## config.mk

```make
export PLATFORM = sky130hd
export DESIGN_NAME = sprite_anim_seq
export DESIGN_NICKNAME = d
export VERILOG_FILES = /design/src/rtl/sprite_anim_pkg.sv /design/src/rtl/anim_rate_div.sv /design/src/rtl/anim_frame_ctr.sv /design/src/rtl/anim_offset_gen.sv /design/src/rtl/sprite_anim_seq.sv
export SDC_FILE = /design/constraint.sdc
export NUM_CORES = 1
export LEC_CHECK = 0
export ABC_AREA = 1
export BUFFER_PORTS_ARGS = -buffer_cell sky130_fd_sc_hd__buf_2
export CAP_MARGIN = 5
export CORE_ASPECT_RATIO = 1.2
export CORE_MARGIN = 2
export CORE_UTILIZATION = 44
export DETAILED_ROUTE_END_ITERATION = 10
export PLACE_DENSITY_LB_ADDON = 0.12
export SYNTH_ARGS = -nofsm -noshare
export SYNTH_HDL_FRONTEND = slang
export SYNTH_HIERARCHICAL = 1
export SYNTH_SLANG_ARGS = --single-unit
```

## constraint.sdc

```tcl
create_clock -name clk -period 2.76 [get_ports clk]
set_clock_uncertainty 0.2 [all_clocks]
set_input_delay 0.276 -clock clk [delete_from_list [all_inputs] [get_ports clk]]
set_output_delay 0.276 -clock clk [all_outputs]
set_load 0.03 [all_outputs]
```

## src/rtl/sprite_anim_pkg.sv

```systemverilog
package sprite_anim_pkg;

   // What the frame counter does on a given cycle
   typedef enum logic [1:0] {
      ADV_HOLD = 2'd0,
      ADV_NEXT = 2'd1,
      ADV_WRAP = 2'd2,
      ADV_STOP = 2'd3
   } adv_e;

endpackage

```

## src/rtl/anim_rate_div.sv

```systemverilog
module anim_rate_div #(
   parameter int RATE_W = 4
) (
   input  logic              clk,
   input  logic              rst_n,
   input  logic              clear,
   input  logic              tick,
   input  logic              hold,
   input  logic [RATE_W-1:0] rate,
   output logic              step
);

   logic [RATE_W-1:0] cnt_q;

   assign step = tick && !clear && !hold && (cnt_q == rate);

   always_ff @(posedge clk) begin
      if (!rst_n) begin
         cnt_q <= '0;
      end else if (clear) begin
         cnt_q <= '0;
      end else if (tick && !hold) begin
         cnt_q <= step ? '0 : cnt_q + 1'b1;
      end
   end

endmodule

```

## src/rtl/anim_frame_ctr.sv

```systemverilog
module anim_frame_ctr
   import sprite_anim_pkg::*;
#(
   parameter int FCNT_W = 8
) (
   input  logic              clk,
   input  logic              rst_n,
   input  logic              clear,
   input  logic              step,
   input  logic [FCNT_W-1:0] last,
   input  logic              auto_restart,
   output logic [FCNT_W-1:0] idx,
   output logic              done,
   output adv_e              adv
);

   always_comb begin
      adv = ADV_HOLD;
      if (step) begin
         if (idx == last) adv = auto_restart ? ADV_WRAP : ADV_STOP;
         else             adv = ADV_NEXT;
      end
   end

   always_ff @(posedge clk) begin
      if (!rst_n) begin
         idx  <= '0;
         done <= 1'b0;
      end else if (clear) begin
         idx  <= '0;
         done <= 1'b0;
      end else begin
         case (adv)
            ADV_NEXT: idx  <= idx + 1'b1;
            ADV_WRAP: idx  <= '0;
            ADV_STOP: done <= 1'b1;
            default:  ;
         endcase
      end
   end

endmodule

```

## src/rtl/anim_offset_gen.sv

```systemverilog
module anim_offset_gen
   import sprite_anim_pkg::*;
#(
   parameter int OFFS_W   = 12,
   parameter int FCNT_W   = 8,
   parameter bit USE_MULT = 1'b0
) (
   input  logic              clk,
   input  logic              rst_n,
   input  logic              clear,
   input  adv_e              adv,
   input  logic [FCNT_W-1:0] idx,
   input  logic [OFFS_W-1:0] base,
   input  logic [OFFS_W-1:0] size,
   output logic [OFFS_W-1:0] offset
);

   localparam int PROD_W = OFFS_W + FCNT_W;

   generate
      if (USE_MULT) begin : g_mult
         logic [PROD_W-1:0] prod;
         logic              unused_mult;
         assign prod        = PROD_W'(idx) * PROD_W'(size);
         assign offset      = base + prod[OFFS_W-1:0];
         assign unused_mult = ^{clk, rst_n, clear, adv, prod[PROD_W-1:OFFS_W]};
      end else begin : g_acc
         // Running sum of frame sizes: one adder, no multiplier
         logic [OFFS_W-1:0] acc_q;
         logic              unused_acc;
         always_ff @(posedge clk) begin
            if (!rst_n) begin
               acc_q <= '0;
            end else if (clear) begin
               acc_q <= '0;
            end else begin
               case (adv)
                  ADV_NEXT: acc_q <= acc_q + size;
                  ADV_WRAP: acc_q <= '0;
                  default:  ;
               endcase
            end
         end
         assign offset     = base + acc_q;
         assign unused_acc = ^idx;
      end
   endgenerate

endmodule

```

## src/rtl/sprite_anim_seq.sv

```systemverilog
module sprite_anim_seq
   import sprite_anim_pkg::*;
#(
   parameter int OFFS_W   = 12,
   parameter int FCNT_W   = 8,
   parameter int RATE_W   = 4,
   parameter bit USE_MULT = 1'b0
) (
   input  logic              clk,
   input  logic              rst_n,
   input  logic              cfg_wr,
   input  logic [OFFS_W-1:0] cfg_base,
   input  logic [OFFS_W-1:0] cfg_frame_size,
   input  logic [FCNT_W-1:0] cfg_last_frame,
   input  logic [RATE_W-1:0] cfg_rate,
   input  logic              cfg_auto_restart,
   input  logic              vsync_tick,
   output logic [OFFS_W-1:0] img_offset,
   output logic [FCNT_W-1:0] frame_idx,
   output logic              anim_done
);

   generate
      if (OFFS_W < 4 || OFFS_W > 24) begin : g_bad_offs
         $error("sprite_anim_seq: OFFS_W out of range");
      end
      if (FCNT_W < 1 || FCNT_W > 16) begin : g_bad_fcnt
         $error("sprite_anim_seq: FCNT_W out of range");
      end
      if (RATE_W < 1 || RATE_W > 16) begin : g_bad_rate
         $error("sprite_anim_seq: RATE_W out of range");
      end
   endgenerate

   logic [OFFS_W-1:0] base_q;
   logic [OFFS_W-1:0] size_q;
   logic [FCNT_W-1:0] last_q;
   logic [RATE_W-1:0] rate_q;
   logic              auto_q;
   logic              step;
   adv_e              adv;

   always_ff @(posedge clk) begin
      if (!rst_n) begin
         base_q <= '0;
         size_q <= '0;
         last_q <= '0;
         rate_q <= '0;
         auto_q <= 1'b0;
      end else if (cfg_wr) begin
         base_q <= cfg_base;
         size_q <= cfg_frame_size;
         last_q <= cfg_last_frame;
         rate_q <= cfg_rate;
         auto_q <= cfg_auto_restart;
      end
   end

   anim_rate_div #(.RATE_W(RATE_W)) u_rate (
      .clk   (clk),
      .rst_n (rst_n),
      .clear (cfg_wr),
      .tick  (vsync_tick),
      .hold  (anim_done),
      .rate  (rate_q),
      .step  (step)
   );

   anim_frame_ctr #(.FCNT_W(FCNT_W)) u_frame (
      .clk          (clk),
      .rst_n        (rst_n),
      .clear        (cfg_wr),
      .step         (step),
      .last         (last_q),
      .auto_restart (auto_q),
      .idx          (frame_idx),
      .done         (anim_done),
      .adv          (adv)
   );

   anim_offset_gen #(
      .OFFS_W   (OFFS_W),
      .FCNT_W   (FCNT_W),
      .USE_MULT (USE_MULT)
   ) u_offs (
      .clk    (clk),
      .rst_n  (rst_n),
      .clear  (cfg_wr),
      .adv    (adv),
      .idx    (frame_idx),
      .base   (base_q),
      .size   (size_q),
      .offset (img_offset)
   );

endmodule

```

### Yosys cells after proc, flatten, opt, wreduce, memory -nomap -nowiden

Cells that the tools add are included.

| storage, ports and cells | value |
|---|---|
| register bits | 62 |
| input port bits | 41 |
| output and inout bits | 21 |
| logic and storage cells | 33 |

| cells by class | value |
|---|---|
| add/sub/neg operators | 4 |
| equal/unequal tests | 5 |
| multiplexer cells | 6 |
| bitwise gates (word level) | 1 |
| reductions and logical operators | 8 |

Operators with widths:

| kind | number |
|---|---|
| 12-bit adder | 2 |
| 12-bit one-hot mux with 2 select lines | 1 |
| 8-bit one-hot mux with 2 select lines | 1 |
| 8-bit by 1-bit adder with 8-bit output (second input constant) | 1 |
| 8-bit equality test | 1 |
| 4-bit by 1-bit adder with 4-bit output (second input constant) | 1 |
| 2-bit equality test (second input constant) | 2 |
| 4-bit equality test | 1 |
| 1-bit logical AND | 4 |
| 2-bit 2-to-1 mux | 2 |
| 4-bit 2-to-1 mux | 1 |
| 2-bit by 1-bit equality test with 1-bit output (second input constant) | 1 |
| 1-bit zero test | 2 |
| 2-bit nonzero test | 1 |
| 2-bit OR reduction | 1 |
| 1-bit 2-to-1 mux | 1 |
| 1-bit NOT | 1 |

### Depth between registers and ports, before layout

| logic depth | value |
|---|---|
| depth after elaboration | 7 |
| depth in mapped cells | 14 |

### Modules after synthesis

Netlist, hierarchy kept.

Modules (own cells, without submodules):

| module | instances | cells an instance | area an instance (um2) | sequential area each (um2) |
|---|---|---|---|---|
| anim_offset_gen | 1 | 250 | 1560.2 | 240.2 |
| sprite_anim_seq | 1 | 234 | 1526.5 | 740.7 |
| anim_frame_ctr | 1 | 83 | 570.5 | 180.2 |
| anim_rate_div | 1 | 46 | 289.0 | 80.1 |

### Least setup slack after synthesis

OpenSTA, ideal clock, no wires.

| path | value |
|---|---|
| path type | reg2reg |
| start | register u_frame.done |
| end | register u_frame.idx[6] |
| data arrival time | 1.976 ns |
| setup slack | 0.471 ns |
| cell stages (with the launch flop) | 14 |
| buffers on the path | 0 |
| path through | dfxtp_1 -> inv_1 -> nand3_1 -> nor2_1 -> nand3_2 -> inv_1 -> and3_1 -> ha_1 -> inv_2 -> nand3_1 -> nor2_2 -> a21oi_2 -> o21ai_1 -> inv_2 |

| between the ends | value |
|---|---|
| word-level cells in the longest chain between the ends | 6 |
| elaborated cells between the ends (all ways) | 8 |

RTL lines:

| what | RTL line | RTL |
|---|---|---|
| start, declared | anim_frame_ctr.sv:13 | `output logic done,` |
| start signal, assigned | anim_frame_ctr.sv:28 | `done <= 1'b0;` |
| start signal, assigned | anim_frame_ctr.sv:31 | `done <= 1'b0;` |
| start signal, assigned | anim_frame_ctr.sv:36 | `ADV_STOP: done <= 1'b1;` |
| 1-bit zero test * | anim_rate_div.sv:15 | `assign step = tick && !clear && !hold && (cnt_q == rate);` |
| 1-bit logical AND * (2 in a row) | anim_rate_div.sv:15 |  |
| net step | sprite_anim_seq.sv:40 | `logic step;` |
| 2-bit 2-to-1 mux * | anim_frame_ctr.sv:19 | `if (step) begin` |
| net adv[1] | sprite_anim_seq.sv:41 | `adv_e adv;` |
| 2-bit equality test / 2-bit by 1-bit equality test with 1-bit output (equally long branches) | anim_frame_ctr.sv:33 | `case (adv)` |
| 8-bit one-hot mux with 2 select lines / 2-bit nonzero test (equally long branches) | n/a |  |
| end signal, assigned | anim_frame_ctr.sv:34 | `ADV_NEXT: idx <= idx + 1'b1;` |
| end, declared | anim_frame_ctr.sv:12 | `output logic [FCNT_W-1:0] idx,` |

The timed path passes the listed nets; every way through them passes the cells marked *.
A chain may end at the register's enable or synchronous reset.

### Worst setup path after layout

| path | value |
|---|---|
| start | register u_offs.g_acc.acc_q[0] |
| end | output img_offset[8] |

| between the ends | value |
|---|---|
| word-level cells in the longest chain between the ends | 1 |

RTL lines:

| what | RTL line | RTL |
|---|---|---|
| start, declared | anim_offset_gen.sv:29 | `logic [OFFS_W-1:0] acc_q;` |
| start signal, assigned | anim_offset_gen.sv:38 | `ADV_NEXT: acc_q <= acc_q + size;` |
| 12-bit adder | anim_offset_gen.sv:44 | `assign offset = base + acc_q;` |
| end, declared | sprite_anim_seq.sv:18 | `output logic [OFFS_W-1:0] img_offset,` |

Every way passes these cells.

==> metrics <==
status=complete, no violations; gr ovfl total=0; pin count of the biggest net entering global routing=between 70 and 80; top cell type's share of synthesized area=0.315; initial detailed-routing violation count=approximately 120; number of nets in the finished design=747; list of most frequent post-synthesis cells=nand2_1, nor2_1, inv_1, dfxtp_1, nand3_1; total of warnings raised by yosys=6; post-detailed-placement cell area=~4300 um2; Crit Path Category=flip-flop to primary output; RSZ-0062 raised after global routing=false; compound-gate portion of the synthesized area=0.0701; maximum achievable frequency=between 300 and 400 MHz; die area=roughly 10000 um2; TritonCTS clock tree=built; buffers plus inverters on the worst setup path=1; switching share of total power=0.292; final wirelength=slightly below 9000 um; cell leakage power=between 2 and 2.5 nW; proportion of power drawn by the clock network=0.382; r2r startpoint=u_rate/cnt_q[0]; WHS Path Cells=5; largest stage delay on the critical path=approximately 470 ps; number of buffers inserted for hold repair after clock tree synthesis=0; number of global-route vias before repair=around 3400; worst min-delay path category=primary input to flip-flop; R2R cell count=14; Diodes inserted=0; startpoint kind of the worst setup timing path=flip-flop; worst hold path startpoint=cfg_base[4]; final number of hold-violating endpoints=0; max-slew violation count=0; average via count per standard cell=around 4.7; Die W=about 90 um; share of synthesized area occupied by flip-flops and latches=0.315; switching power summed over all nets=around 0.00060 W; number of enable-type register cells in the synthesized netlist=0; clock root buffer=clkbuf_8; setup TNS=0 ps; cell with the largest stage delay on the worst path=fa_1; worst path arrival time=between 2000 and 2500 ps; final worst-path cycle share=0.948; number of different library cells in the post-synthesis netlist=33; list of cells traversed by the critical path=ha_1 > fa_1 > nand3_1 > nand2_1 > a21oi_1 > xor2_1 > buf_2; post-layout instance area=4530 um2; clock period minus final worst setup slack=~2600 ps; mux share of post-synthesis cell area=0; first-pass GRT wire length=15200 um; initial antenna violation count=0; core outline area=approximately 8700 um2; worst skew pair latency=between 300 and 400 ps; relative slew slack=0.495; power share of the sequential group=0.467; actual slew at the worst max-slew pin=roughly 760 ps; Adder-Cell Fraction of Synth Area=0.0958; CP Data Required Time=~2300 ps; sink of the worst hold path=base_q[4]; clock transition at the registers of the reported paths=~80 ps; async set or reset register ratio after synthesis=0; Layout area overhead=14.7%; Reg-to-Reg End=u_frame/idx[6]; setup violation total in the final timing report=0; library cell with the largest summed area after synthesis=dfxtp_1; simple-gate share of the synthesized area=0.359; largest delay contributor family on the critical path=adder cells; via count=roughly 3700; overall fraction of global-route tracks in use=0.194; sort of element at the end of the critical path=primary output; largest vdd supply drop=around 0.25 mV; most common cell in the netlist=nand2_1; FF+latch count, synth=slightly above 60; number of DRC violations after detailed routing=0; synthesized-area fraction occupied by xor and xnor cells=0.0466; final weighted congestion in routability-driven placement=approximately 0.89; post-CTS sizing=0; maxcap violations=0; biggest area contributors in the synthesized netlist=dfxtp_1, nand2_1, nor2_1, ha_1, inv_1; combinational fraction of design power=0.151; Post-Syn Area per Cell=approximately 6.4 um2; Sink Count=62; number of setup buffers added after CTS=0; overall die height=108 um; clock buffer depth=2; Detailed Routing Iterations Pass 1=4; Starting Density=0.456; largest family of logic cells by synthesized area=simple AND/OR/NAND/NOR gates; number of ports placed on the die boundary=a little over 60; cell area after synthesis=between 3000 and 4000 um2; count of input and output buffers=61; fraction of layout instances using a drive strength above 1=0.151; mean routed wirelength per cell=11.2 um; post-detail-place hpwl=approximately 6800 um; remaining antenna violation count after routing=0; internal portion of total power=0.00147 W; flop2flop setup slack=around 400 ps; TritonCTS Buffers=9; largest fanout on the critical path=4; Placement Rows=37; Mapped Nets=683; post-synthesis cell count=just over 600; most frequently used flop master after synthesis=dfxtp_1; number of H-tree levels=3; power density over cell area=457 nW/um2
==> final cells by class <==
| class | count | area (um2) |
|---|---|---|
| Clock buffer | 9 | 124 |
| Clock inverter | 6 | 63.8 |
| Fill cell | 948 | 4130 |
| Inverter | 91 | 342 |
| Multi-Input combinational cell | 445 | 2250 |
| Sequential cell | 62 | 1240 |
| Tap cell | 117 | 146 |
| Timing Repair Buffer | 68 | 358 |
==> worst register-to-register path: cells and delay by family, from the launching register on <==
family / cells / cell delay [ps]
compound gates: 2 / 170
fa+ha+maj: 1 / 320
buf+inv: 4 / 320
flops: 1 / 410
simple gates: 7 / 820
==> metrics by stage <==
step / power (W) / util / setup WS [ps] / cells / hold slack, ps
floorplan: 0.00122 / - / 471 / 613 / 241
global route: 0.00218 / 0.523 / 17.3 / 798 / 39.4
detailed placement: 0.00130 / 0.501 / 402 / 783 / 270
global placement: 0.00130 / 0.501 / 510 / 783 / 265
finish: 0.00207 / 0.523 / 144 / 798 / 15.1
CTS: 0.00209 / 0.523 / 136 / 798 / 8.30
==> worst max path at each step <==
stage,from,end,depth (start not counted)
after global routing,u_offs/g_acc.acc_q[0],img_offset[8],7
final,u_offs/g_acc.acc_q[0],img_offset[8],7
after floorplan,u_frame/done,u_frame/idx[6],13
after global placement,u_rate/cnt_q[0],u_frame/idx[6],14
after detailed placement,u_rate/cnt_q[0],u_frame/idx[6],14
after CTS,u_offs/g_acc.acc_q[0],img_offset[8],7
==> cell usage in the layout, fill, tap and decap left out <==
master      Yosys  final
nor2_2          2      2
buf_2           4     61
nand3_1        32     32
bufinv_16       0      1
clkinv_4        0      1
clkbuf_8        0      9
or2_2           2      2
o21ai_1         3      3
nor2_1        106    106
o21ai_0         5      5
nor3_1          3      3
clkinv_2        0      2
a211oi_2        2      2
nand3b_1        2      2
fa_1            2      2
o21a_1          1      1
buf_4           5      7
a21boi_1        1      1
o21bai_1        1      1
nand3_2         2      2
nand2_2         2      2
ha_1           27     27
xor2_1         10     10
inv_2           5      5
a21oi_4         1      1
nand4_1         5      5
or2_1           1      1
a21oi_1        31     31
and3_1          1      1
nor3_2          2      2
nand2_1       188    188
xnor2_1        11     11
dfxtp_1        62     62
a21oi_2         2      2
inv_1          86     86
clkinvlp_4      0      2
==> sequential cells by signal (all words and copies together) (netlist names) <==
signal	count
rate_q	4
size_q	12
u_frame/done	1
u_offs/g_acc.acc_q	12
base_q	12
last_q	8
u_rate/cnt_q	4
u_frame/idx	8
auto_q	1
==> power by group through the flow <==
| stage | Combinational (W) | Clock, W | Sequential [W] |
|---|---|---|---|
| 4_1_cts | 0.000317 | 0.000807 | 0.000966 |
| 6_report | 0.000313 | 0.000790 | 0.000966 |
| 5_1_grt | 0.000360 | 0.000847 | 0.000971 |
| 3_3_place_gp | 0.000311 | 0 | 0.000985 |
| 3_5_place_dp | 0.000315 | 0 | 0.000987 |
| 2_1_floorplan | 0.000238 | 0 | 0.000980 |
==> layer usage <==
layer,GRT usage,share of wire,vias to the layer above
met1,0.234,0.46,1634
met3,0.0308,0.029,14
li1,-,-,2008
met5,0,0,-
met2,0.343,0.49,56
met4,0.0835,0.023,0
==> cell families (layout without fill, tap and decap cells) <==
logic type	count (synthesis)	in the layout
AOI/OAI and AO/OA	47	47
xor gates and xnor gates	21	21
adders and majority gates	29	29
buffers and inverters	106	174
DFF	62	62
and+or+nand+nor	348	348
No activity file was read; power rests on OpenSTA's default activity.
